`config.mk`:
```
export PLATFORM = sky130hd
export DESIGN_NAME = mdio_master
export DESIGN_NICKNAME = d
export VERILOG_FILES = /design/src/rtl/mdio_pkg.sv /design/src/rtl/mdio_regs.sv /design/src/rtl/mdio_clkgen.sv /design/src/rtl/mdio_seq.sv /design/src/rtl/mdio_master.sv
export SDC_FILE = /design/constraint.sdc
export NUM_CORES = 1
export LEC_CHECK = 0
export BUFFER_PORTS_ARGS = -buffer_cell sky130_fd_sc_hd__buf_4
export CORE_MARGIN = 5
export CORE_UTILIZATION = 59
export DETAILED_ROUTE_END_ITERATION = 10
export MAX_ROUTING_LAYER = met4
export PLACE_DENSITY = 0.8
export SKIP_CTS_REPAIR_TIMING = 1
export SYNTH_ARGS = -nofsm -noshare
export SYNTH_HDL_FRONTEND = slang
export SYNTH_HIERARCHICAL = 1
export SYNTH_SLANG_ARGS = --single-unit
```
`constraint.sdc`:
```
create_clock -name clk -period 4.9 [get_ports clk]
set_input_delay 0 -clock clk [delete_from_list [all_inputs] [get_ports clk]]
set_output_delay 0 -clock clk [all_outputs]
set_load 0.01 [all_outputs]
```
`src/rtl/mdio_pkg.sv`:
```
package mdio_pkg;
  localparam int ADDR_W    = 5;
  localparam int DATA_W    = 16;
  localparam int PRE_LEN   = 32;
  localparam int FRAME_LEN = PRE_LEN + 2 + 2 + 2 * ADDR_W + 2 + DATA_W;
  localparam int TA_POS    = PRE_LEN + 4 + 2 * ADDR_W;
  localparam int DAT_POS   = TA_POS + 2;
  localparam int BIT_W     = $clog2(FRAME_LEN + 1);
  localparam int HALF_W    = 6;
  localparam int BUS_W     = 32;

  typedef struct packed {
    logic [ADDR_W-1:0] phy;
    logic [ADDR_W-1:0] reg_idx;
    logic [3:0]        csel;
    logic              wr;
    logic              busy;
  } ctrl_t;

  function automatic logic [HALF_W-1:0] half_period(input logic [3:0] code);
    case (code)
      4'd1:    half_period = HALF_W'(31);
      4'd2:    half_period = HALF_W'(8);
      4'd3:    half_period = HALF_W'(13);
      default: half_period = HALF_W'(21);
    endcase
  endfunction
endpackage

```
`src/rtl/mdio_regs.sv`:
```
module mdio_regs
  import mdio_pkg::*;
(
  input  logic              clk,
  input  logic              rst_n,
  input  logic              wr_en,
  input  logic              wr_sel,
  input  logic [BUS_W-1:0]  wr_data,
  input  logic              rd_sel,
  input  logic              done,
  input  logic [DATA_W-1:0] cap_data,
  output logic [BUS_W-1:0]  rd_data,
  output ctrl_t             ctrl_q,
  output logic [DATA_W-1:0] data_q,
  output logic              start
);
  localparam int CTRL_W = $bits(ctrl_t);

  ctrl_t             ctrl_d;
  logic [DATA_W-1:0] data_d;
  logic              ctrl_we;
  logic              data_we;
  logic              unused_hi;

  assign unused_hi = ^wr_data[BUS_W-1:CTRL_W];
  assign ctrl_we   = wr_en && !wr_sel && !ctrl_q.busy;
  assign data_we   = wr_en &&  wr_sel && !ctrl_q.busy;
  assign start     = ctrl_we && wr_data[0];

  always_comb begin
    ctrl_d = ctrl_q;
    if (ctrl_we)   ctrl_d = ctrl_t'(wr_data[CTRL_W-1:0]);
    else if (done) ctrl_d.busy = 1'b0;
  end

  always_comb begin
    data_d = data_q;
    if (data_we)                  data_d = wr_data[DATA_W-1:0];
    else if (done && !ctrl_q.wr)  data_d = cap_data;
  end

  always_ff @(posedge clk or negedge rst_n) begin
    if (!rst_n) begin
      ctrl_q <= '0;
      data_q <= '0;
    end else begin
      ctrl_q <= ctrl_d;
      data_q <= data_d;
    end
  end

  always_comb begin
    if (rd_sel) rd_data = {{(BUS_W-DATA_W){1'b0}}, data_q};
    else        rd_data = {{(BUS_W-CTRL_W){1'b0}}, ctrl_q};
  end
endmodule

```
`src/rtl/mdio_clkgen.sv`:
```
module mdio_clkgen
  import mdio_pkg::*;
(
  input  logic       clk,
  input  logic       rst_n,
  input  logic       run,
  input  logic [3:0] csel,
  output logic       mdc,
  output logic       rise,
  output logic       fall
);
  logic [HALF_W-1:0] cnt_q, cnt_d;
  logic              mdc_q, mdc_d;
  logic [HALF_W-1:0] half;
  logic              tick;

  assign half = half_period(csel);
  assign tick = run && (cnt_q == half - HALF_W'(1));
  assign rise = tick && !mdc_q;
  assign fall = tick &&  mdc_q;
  assign mdc  = mdc_q;

  always_comb begin
    if (!run) begin
      cnt_d = '0;
      mdc_d = 1'b0;
    end else if (tick) begin
      cnt_d = '0;
      mdc_d = ~mdc_q;
    end else begin
      cnt_d = cnt_q + HALF_W'(1);
      mdc_d = mdc_q;
    end
  end

  always_ff @(posedge clk or negedge rst_n) begin
    if (!rst_n) begin
      cnt_q <= '0;
      mdc_q <= 1'b0;
    end else begin
      cnt_q <= cnt_d;
      mdc_q <= mdc_d;
    end
  end
endmodule

```
`src/rtl/mdio_seq.sv`:
```
module mdio_seq
  import mdio_pkg::*;
(
  input  logic                 clk,
  input  logic                 rst_n,
  input  logic                 start,
  input  logic [FRAME_LEN-1:0] frame,
  input  logic                 is_read,
  input  logic                 rise,
  input  logic                 fall,
  input  logic                 mdio_i,
  output logic                 active,
  output logic                 mdio_o,
  output logic                 mdio_oe,
  output logic                 done,
  output logic [DATA_W-1:0]    cap_data
);
  localparam logic [BIT_W-1:0] LAST_BIT = BIT_W'(FRAME_LEN - 1);
  localparam logic [BIT_W-1:0] TA_BIT   = BIT_W'(TA_POS);
  localparam logic [BIT_W-1:0] DAT_BIT  = BIT_W'(DAT_POS);

  logic [FRAME_LEN-1:0] sh_q, sh_d;
  logic [BIT_W-1:0]     bit_q, bit_d;
  logic                 act_q, act_d;
  logic                 rd_q, rd_d;
  logic [DATA_W-1:0]    cap_q, cap_d;

  assign done     = act_q && fall && (bit_q == LAST_BIT);
  assign active   = act_q;
  assign mdio_o   = act_q && sh_q[FRAME_LEN-1];
  assign mdio_oe  = act_q && !(rd_q && (bit_q >= TA_BIT));
  assign cap_data = cap_q;

  always_comb begin
    sh_d  = sh_q;
    bit_d = bit_q;
    act_d = act_q;
    rd_d  = rd_q;
    cap_d = cap_q;
    if (start) begin
      sh_d  = frame;
      bit_d = '0;
      act_d = 1'b1;
      rd_d  = is_read;
    end else if (act_q) begin
      if (rise && rd_q && (bit_q >= DAT_BIT))
        cap_d = {cap_q[DATA_W-2:0], mdio_i};
      if (fall) begin
        if (bit_q == LAST_BIT) begin
          act_d = 1'b0;
        end else begin
          bit_d = bit_q + BIT_W'(1);
          sh_d  = {sh_q[FRAME_LEN-2:0], 1'b0};
        end
      end
    end
  end

  always_ff @(posedge clk or negedge rst_n) begin
    if (!rst_n) begin
      sh_q  <= '0;
      bit_q <= '0;
      act_q <= 1'b0;
      rd_q  <= 1'b0;
      cap_q <= '0;
    end else begin
      sh_q  <= sh_d;
      bit_q <= bit_d;
      act_q <= act_d;
      rd_q  <= rd_d;
      cap_q <= cap_d;
    end
  end
endmodule

```
`src/rtl/mdio_master.sv`:
```
module mdio_master
  import mdio_pkg::*;
(
  input  logic             clk,
  input  logic             rst_n,
  input  logic             wr_en,
  input  logic             wr_sel,
  input  logic [BUS_W-1:0] wr_data,
  input  logic             rd_sel,
  output logic [BUS_W-1:0] rd_data,
  output logic             mdc,
  output logic             mdio_o,
  output logic             mdio_oe,
  input  logic             mdio_i
);
  localparam int CTRL_W = $bits(ctrl_t);

  logic [1:0]           rst_sync_q;
  logic                 rst_n_s;
  ctrl_t                ctrl_q;
  ctrl_t                new_ctrl;
  logic [DATA_W-1:0]    data_q;
  logic [DATA_W-1:0]    cap_data;
  logic                 start;
  logic                 done;
  logic                 active;
  logic                 rise;
  logic                 fall;
  logic [FRAME_LEN-1:0] frame;

  // reset asserts at once and is released two clocks later
  always_ff @(posedge clk or negedge rst_n) begin
    if (!rst_n) rst_sync_q <= 2'b00;
    else        rst_sync_q <= {rst_sync_q[0], 1'b1};
  end
  assign rst_n_s = rst_sync_q[1];

  assign new_ctrl = ctrl_t'(wr_data[CTRL_W-1:0]);

  // frame assembled from the incoming control word, so it is ready on the start edge
  always_comb begin
    frame = {{PRE_LEN{1'b1}}, 2'b01,
             (new_ctrl.wr ? 2'b01 : 2'b10),
             new_ctrl.phy, new_ctrl.reg_idx,
             (new_ctrl.wr ? 2'b10 : 2'b11),
             (new_ctrl.wr ? data_q : {DATA_W{1'b1}})};
  end

  mdio_regs u_regs (
    .clk      (clk),
    .rst_n    (rst_n_s),
    .wr_en    (wr_en),
    .wr_sel   (wr_sel),
    .wr_data  (wr_data),
    .rd_sel   (rd_sel),
    .done     (done),
    .cap_data (cap_data),
    .rd_data  (rd_data),
    .ctrl_q   (ctrl_q),
    .data_q   (data_q),
    .start    (start)
  );

  mdio_clkgen u_clkgen (
    .clk   (clk),
    .rst_n (rst_n_s),
    .run   (active),
    .csel  (ctrl_q.csel),
    .mdc   (mdc),
    .rise  (rise),
    .fall  (fall)
  );

  mdio_seq u_seq (
    .clk      (clk),
    .rst_n    (rst_n_s),
    .start    (start),
    .frame    (frame),
    .is_read  (!new_ctrl.wr),
    .rise     (rise),
    .fall     (fall),
    .mdio_i   (mdio_i),
    .active   (active),
    .mdio_o   (mdio_o),
    .mdio_oe  (mdio_oe),
    .done     (done),
    .cap_data (cap_data)
  );
endmodule

```
; ---- After elaboration in Yosys (flattened, before gate mapping)
; Index checks and enable logic that the tools add are counted.
[classes]
add_sub_neg = 3
n_lt_le_gt_ge = 2
eq_ne = 7
mux = 25
bitwise_logic = 2
n_reduce_logical = 28
[op_table]
columns = operator, count
row1 = $mux 64, 4
row2 = $mux 16, 4
row3 = $mux 7, 4
row4 = $logic_and 1x1->1, 16
row5 = $pmux 5 s3, 1
row6 = $ge 7x6->1 const B, 2
row7 = $mux 6, 2
row8 = $mux 1, 9
row9 = $eq 4x2->1 const B, 2
row10 = $reduce_bool 2->1, 4
row11 = $add 7x1->7 const B, 1
row12 = $eq 7x6->1 const B, 1
row13 = $add 6x1->6 const B, 1
row14 = $eq 6x6->1, 1
row15 = $logic_not 1->1, 6
row16 = $reduce_and 3->1, 2
row17 = $sub 5x1->6 const B, 1
row18 = $eq 4x1->1 const B, 1
row19 = $ne 2x2->1 const B, 2
row20 = $mux 2, 1
row21 = $not 1->1, 2
[totals]
register_bits = 130
inputBits = 38
out_inout_bits = 35
wordCells = 81

; ---- Longest topological paths before layout
[depth]
ltp_word = 11
depth_mapped = 15
mapped_depth_nobuf = 13

; ---- Cells and area by module
; The synthesis kept the hierarchy.
[modules_own_cells]
columns = mod, instances, cells_each, area_each_um2, seq_area_each_um2
row1 = mdio_seq, 1, 435, 4007.6, 2227.1
row2 = mdio_regs, 1, 142, 1684.1, 800.8
row3 = mdio_clkgen, 1, 49, 503.0, 175.2
row4 = mdio_master, 1, 22, 173.9, 50.0

; ---- Worst setup path before layout
; Ideal clock, no wire load.
[synth_path]
path_kind = register to register
from = register, netlist name u_regs/ctrl_q[5]
to = register u_seq.cap_q[10], in the netlist u_seq/cap_data[10]
setup_time_ps = 125
arrival_ps = 3295
required_time_ps = 4775
slack_ps = 1480
stages_incl_launch_ff = 12
n_path_buf = 2
period_less_slack_ps = 3420
path_cell_list = dfrtp_1 or4b_4 inv_1 ha_1 xnor2_1 or3_1 a211oi_4 and3b_1 or4b_4 buf_6 buf_12 mux2_4
[synth_between]
elab_chain_cells = 9
elab_cells_between_ends = 11
classes_between = 1 x add/sub / 4 x eq/ne / 1 x mux / 5 x reduce/logical
[synth_lines]
columns = element, line_no
row1 = $eq 4x2->1 or $eq 4x1->1 (tied branches), mdio_pkg.sv:21  ; case (code)
row2 = $pmux 5 s3 (*), mdio_pkg.sv:21
row3 = $sub 5x1->6 (*), mdio_clkgen.sv:18  ; assign tick = run && (cnt_q == half - HALF_W'(1));
row4 = $eq 6x6->1 (*), mdio_clkgen.sv:18
row5 = $logic_and 1x1->1 (*), mdio_clkgen.sv:18
row6 = $logic_and 1x1->1 (*), mdio_clkgen.sv:19  ; assign rise = tick && !mdc_q;
row7 = net rise, mdio_master.sv:27  ; logic rise;
row8 = $logic_and 1x1->1 (*) (2 in a row), mdio_seq.sv:46  ; if (rise && rd_q && (bit_q >= DAT_BIT))
row9 = $reduce_and 3->1 (no source line) (*), n/a
row10 = to (signal assigned), mdio_seq.sv:71  ; cap_q <= cap_d;
row11 = to (decl), mdio_seq.sv:26  ; logic [DATA_W-1:0] cap_q, cap_d;
; Mark *: on every way through the listed nets, which the timed path passes. The rest lies on a longest branch.
; A chain may end at the register's enable or synchronous reset.

; ---- Worst setup path after layout
[layout_path]
from = register, netlist name u_regs/ctrl_q[5]
to = register u_seq.bit_q[5]
[layout_between]
elab_chain_cells = 8
elab_cells_between_ends = 10
classes_between = 1 x add/sub / 4 x eq/ne / 1 x mux / 4 x reduce/logical
[layout_lines]
columns = element, line_no
row1 = $eq 4x2->1 or $eq 4x1->1 (tied branches), mdio_pkg.sv:21
row2 = $pmux 5 s3 (*), mdio_pkg.sv:21
row3 = $sub 5x1->6 (*), mdio_clkgen.sv:18
row4 = $eq 6x6->1 (*), mdio_clkgen.sv:18
row5 = $logic_and 1x1->1 (*), mdio_clkgen.sv:18
row6 = $logic_and 1x1->1 (*), mdio_clkgen.sv:20  ; assign fall = tick && mdc_q;
row7 = net fall, mdio_master.sv:28  ; logic fall;
row8 = $reduce_bool 2->1 (no source line) (*), n/a
row9 = $reduce_and 3->1 (no source line) (*), n/a
row10 = to (signal assigned), mdio_seq.sv:68  ; bit_q <= bit_d;
row11 = to (decl), mdio_seq.sv:23  ; logic [BIT_W-1:0] bit_q, bit_d;
; Marked as above.

==> flow_summary.json <==
{
  "drc": 0,
  "busiest_layer": "met2",
  "syn_inst": 648,
  "antenna_found_initial": 0,
  "drive_gt1_share_pct": 18.3,
  "yosysTopAreaCellShare_pct": 51.1,
  "core_mm2": 0.0107,
  "met2_usage_pct": 34.2,
  "vias": 4872,
  "yosys-top-cells-area": "dfrtp_1 (51%), a21oi_1 (11%), mux2_2 (6.7%), nor2_1 (5.0%), nand2_1 (4.2%)",
  "io_pins": 73,
  "final.period_utilization_pct": 82.2,
  "synth_common_cells": "a21oi_1 (145), dfrtp_1 (130), nor2_1 (85), nand2_1 (71), mux2_2 (38)",
  "fp.dieW_um": 114,
  "dr.pass1.iters": 5,
  "rr_worst_depth": 12,
  "cts-htree-levels": 4,
  "critPathBufInv": 2,
  "io_buffers": 40,
  "synth_ff_type": "dfrtp_1",
  "ys.warnings.count": 6,
  "clock.fmax_mhz": 248,
  "min_period_ps": 4030,
  "hp-class": "primary input to flip-flop",
  "postSynthAreaPerCell_um2": 9.83,
  "async_flop_share_pct": 100,
  "rsz0062_at_grt": "no",
  "hold_violations": 0,
  "critPathSlowestCell": "or4b_4",
  "status": "completed",
  "synth_top_area_cell": "dfrtp_1",
  "use_met1_pct": 28.1,
  "cp_top_family": "simple AND/OR/NAND/NOR gates",
  "path_max_fanout": 35,
  "synth_edf_count": 0,
  "dieArea_mm2": 0.0130,
  "start_kind": "flip-flop",
  "viasPerCell": 5.45,
  "grtUsageMet3_pct": 5.09,
  "cap_viol_max_count": 0,
  "worstPathRequired_ps": 5310,
  "vdd_drop_max_mv": 0.376,
  "root_buffer": "clkbuf_8",
  "placementRows": 38,
  "drt_iter0_drc": 438,
  "grt_pass1_wl_mm": 22.0,
  "grt_pass1_vias": 4553,
  "synth_most_common_cell": "a21oi_1",
  "max_stage_delay_ps": 600,
  "setup_violations": 0,
  "grt.overflow.total": 0,
  "crit_type": "flip-flop to flip-flop",
  "min_path_cells": 3,
  "path_clk_slew_ps": 60,
  "cts_tree": "done",
  "cts_buffers": 17,
  "worstMarginPinSlew_ps": 1270,
  "fin_total_pwr_mw": 3.68,
  "ys_seq_area_share_pct": 51.1,
  "place_worst_setup_slack_ps": 892,
  "syn-cell-area_mm2": 0.00637,
  "synthToLayoutAreaGrowth_pct": 21.7,
  "slew_viol_final": 0,
  "endpoint_kind": "flip-flop",
  "globalplace.congestion": 0.806,
  "clock_skew_ps": 7.98,
  "slew_headroom_pct": 15.1,
  "grt_max_degree": 73,
  "p_per_area_mw_per_mm2": 475,
  "power_leakage_nw": 3.68,
  "path_cells": "or4b_4 -> inv_1 -> ha_1 -> xnor2_1 -> or3_1 -> a211oi_4 -> and3_1 -> nand2_1 -> a21o_2 -> buf_4 -> o31ai_1 -> a21oi_1",
  "final_area_mm2": 0.00775,
  "ys_types": 51,
  "routed_wl_mm": 14.0,
  "clkSinkCount": 130,
  "grt_usage_pct": 21.8,
  "wire_per_inst_um": 15.6,
  "ys_ff_latch": 130,
  "cts.path.max_buffers": 2,
  "initial_utilization_pct": 59.5,
  "die_h_um": 114,
  "cp_num_cells": 12,
  "tns_ps": 0,
  "crit_arrival_ps": 4440,
  "worst_slack_ps": 870,
  "drt.antenna.violating_nets": 0,
  "dpl_cell_area_mm2": 0.00677,
  "clock_latency_ps": 530,
  "fillers": 724,
  "nets": 783,
  "dp_hpwl_mm": 7.99
}
==> logic make-up (layout without fill, tap and decap cells) <==
group | after synthesis | after routing | share of synthesized area, %
XOR/XNOR | 10 | 10 | 1.49
flip-flops | 130 | 130 | 51.1
AO/OA/AOI/OAI | 164 | 164 | 13.8
other | 3 | 53 | 0.177
adder cells (fa/ha/maj) | 5 | 5 | 0.982
multiplexers | 65 | 65 | 11.7
buffers and inverters | 65 | 121 | 5.80
AND/OR/NAND/NOR | 206 | 206 | 14.9
==> where the power goes <==
part / total (mW) / switching, mW / internal, mW / leakage (nW)
Combinational: 0.778 / 0.331 / 0.447 / 1.89
Sequential: 1.55 / 0.224 / 1.33 / 1.48
Clock: 1.36 / 0.466 / 0.891 / 0.304
==> layout make-up <==
type	count	area (µm²)	share of cell area (%)
diodes	1	2.50	0.0323
clock buffers	19	432	5.57
clock inverters	13	209	2.70
inverters	8	30.0	0.387
multi-input cells	502	2940	37.9
flip-flops and latches	130	3260	42.0
well taps	140	175	2.26
repair buffers	81	706	9.11
==> sequential cells by signal (all words and copies together) (netlist names) <==
signal          flops
u_seq/bit_q         7
u_seq/active        1
u_regs/data_q      16
u_seq/rd_q          1
u_seq/sh_q         64
u_regs/ctrl_q      16
u_clkgen/mdc        1
u_clkgen/cnt_q      6
u_seq/cap_data     16
rst_sync_q          2
==> worst paths after layout <==
kind / from / to / slack [ps]
worst max register to register: u_regs/ctrl_q[5] / u_seq/bit_q[5] / 870
worst max-delay path: u_regs/ctrl_q[5] / u_seq/bit_q[5] / 870
min in group asynchronous: rst_n / rst_sync_q[1] / 340
worst min-delay path: wr_en / u_regs/ctrl_q[1] / 100
max in group asynchronous: rst_sync_q[1] / u_seq/sh_q[14] / 3190
worst min register to register: rst_sync_q[0] / rst_sync_q[1] / 350
==> stage by stage <==
| step | hold slack [ps] | utilization, % | instances |
|---|---|---|---|
| 4_1_cts | -784 | 69.2 | 859 |
| 3_3_place_gp | -218 | 63.3 | 827 |
| 2_1_floorplan | -296 | - | 697 |
| 5_1_grt | 97.0 | 72.4 | 893 |
| 6_report | 95.1 | 72.4 | 894 |
| 3_5_place_dp | -216 | 63.3 | 827 |
==> routing by layer <==
metal | vias to the layer above | share of wire (%)
met2 | 156 | 51
met5 | - | 0
met1 | 2354 | 43
met4 | 0 | 2.4
li1 | 2325 | -
met3 | 37 | 4.4
==> placed cells by master (no fill, tap or decap), drive strengths merged, types with 13 or more instances in the layout <==
cell type | synthesis | final
mux2 | 48 | 48
clkbuf | 16 | 19
conb | 3 | 52
a21oi | 147 | 147
nor2 | 85 | 85
dlygate4sd3 | 0 | 34
nand2b | 13 | 13
dfrtp | 130 | 130
mux2i | 17 | 17
buf | 41 | 47
nand2 | 71 | 71
==> tightest hold or removal path, delay by kind of cell <==
| family | cells | cell delay [ps] |
|---|---|---|
| multiplexers | 1 | 250 |
| AND/OR/NAND/NOR | 1 | 230 |
| buffers and inverters | 1 | 110 |
No activity file was read; power rests on OpenSTA's default activity.
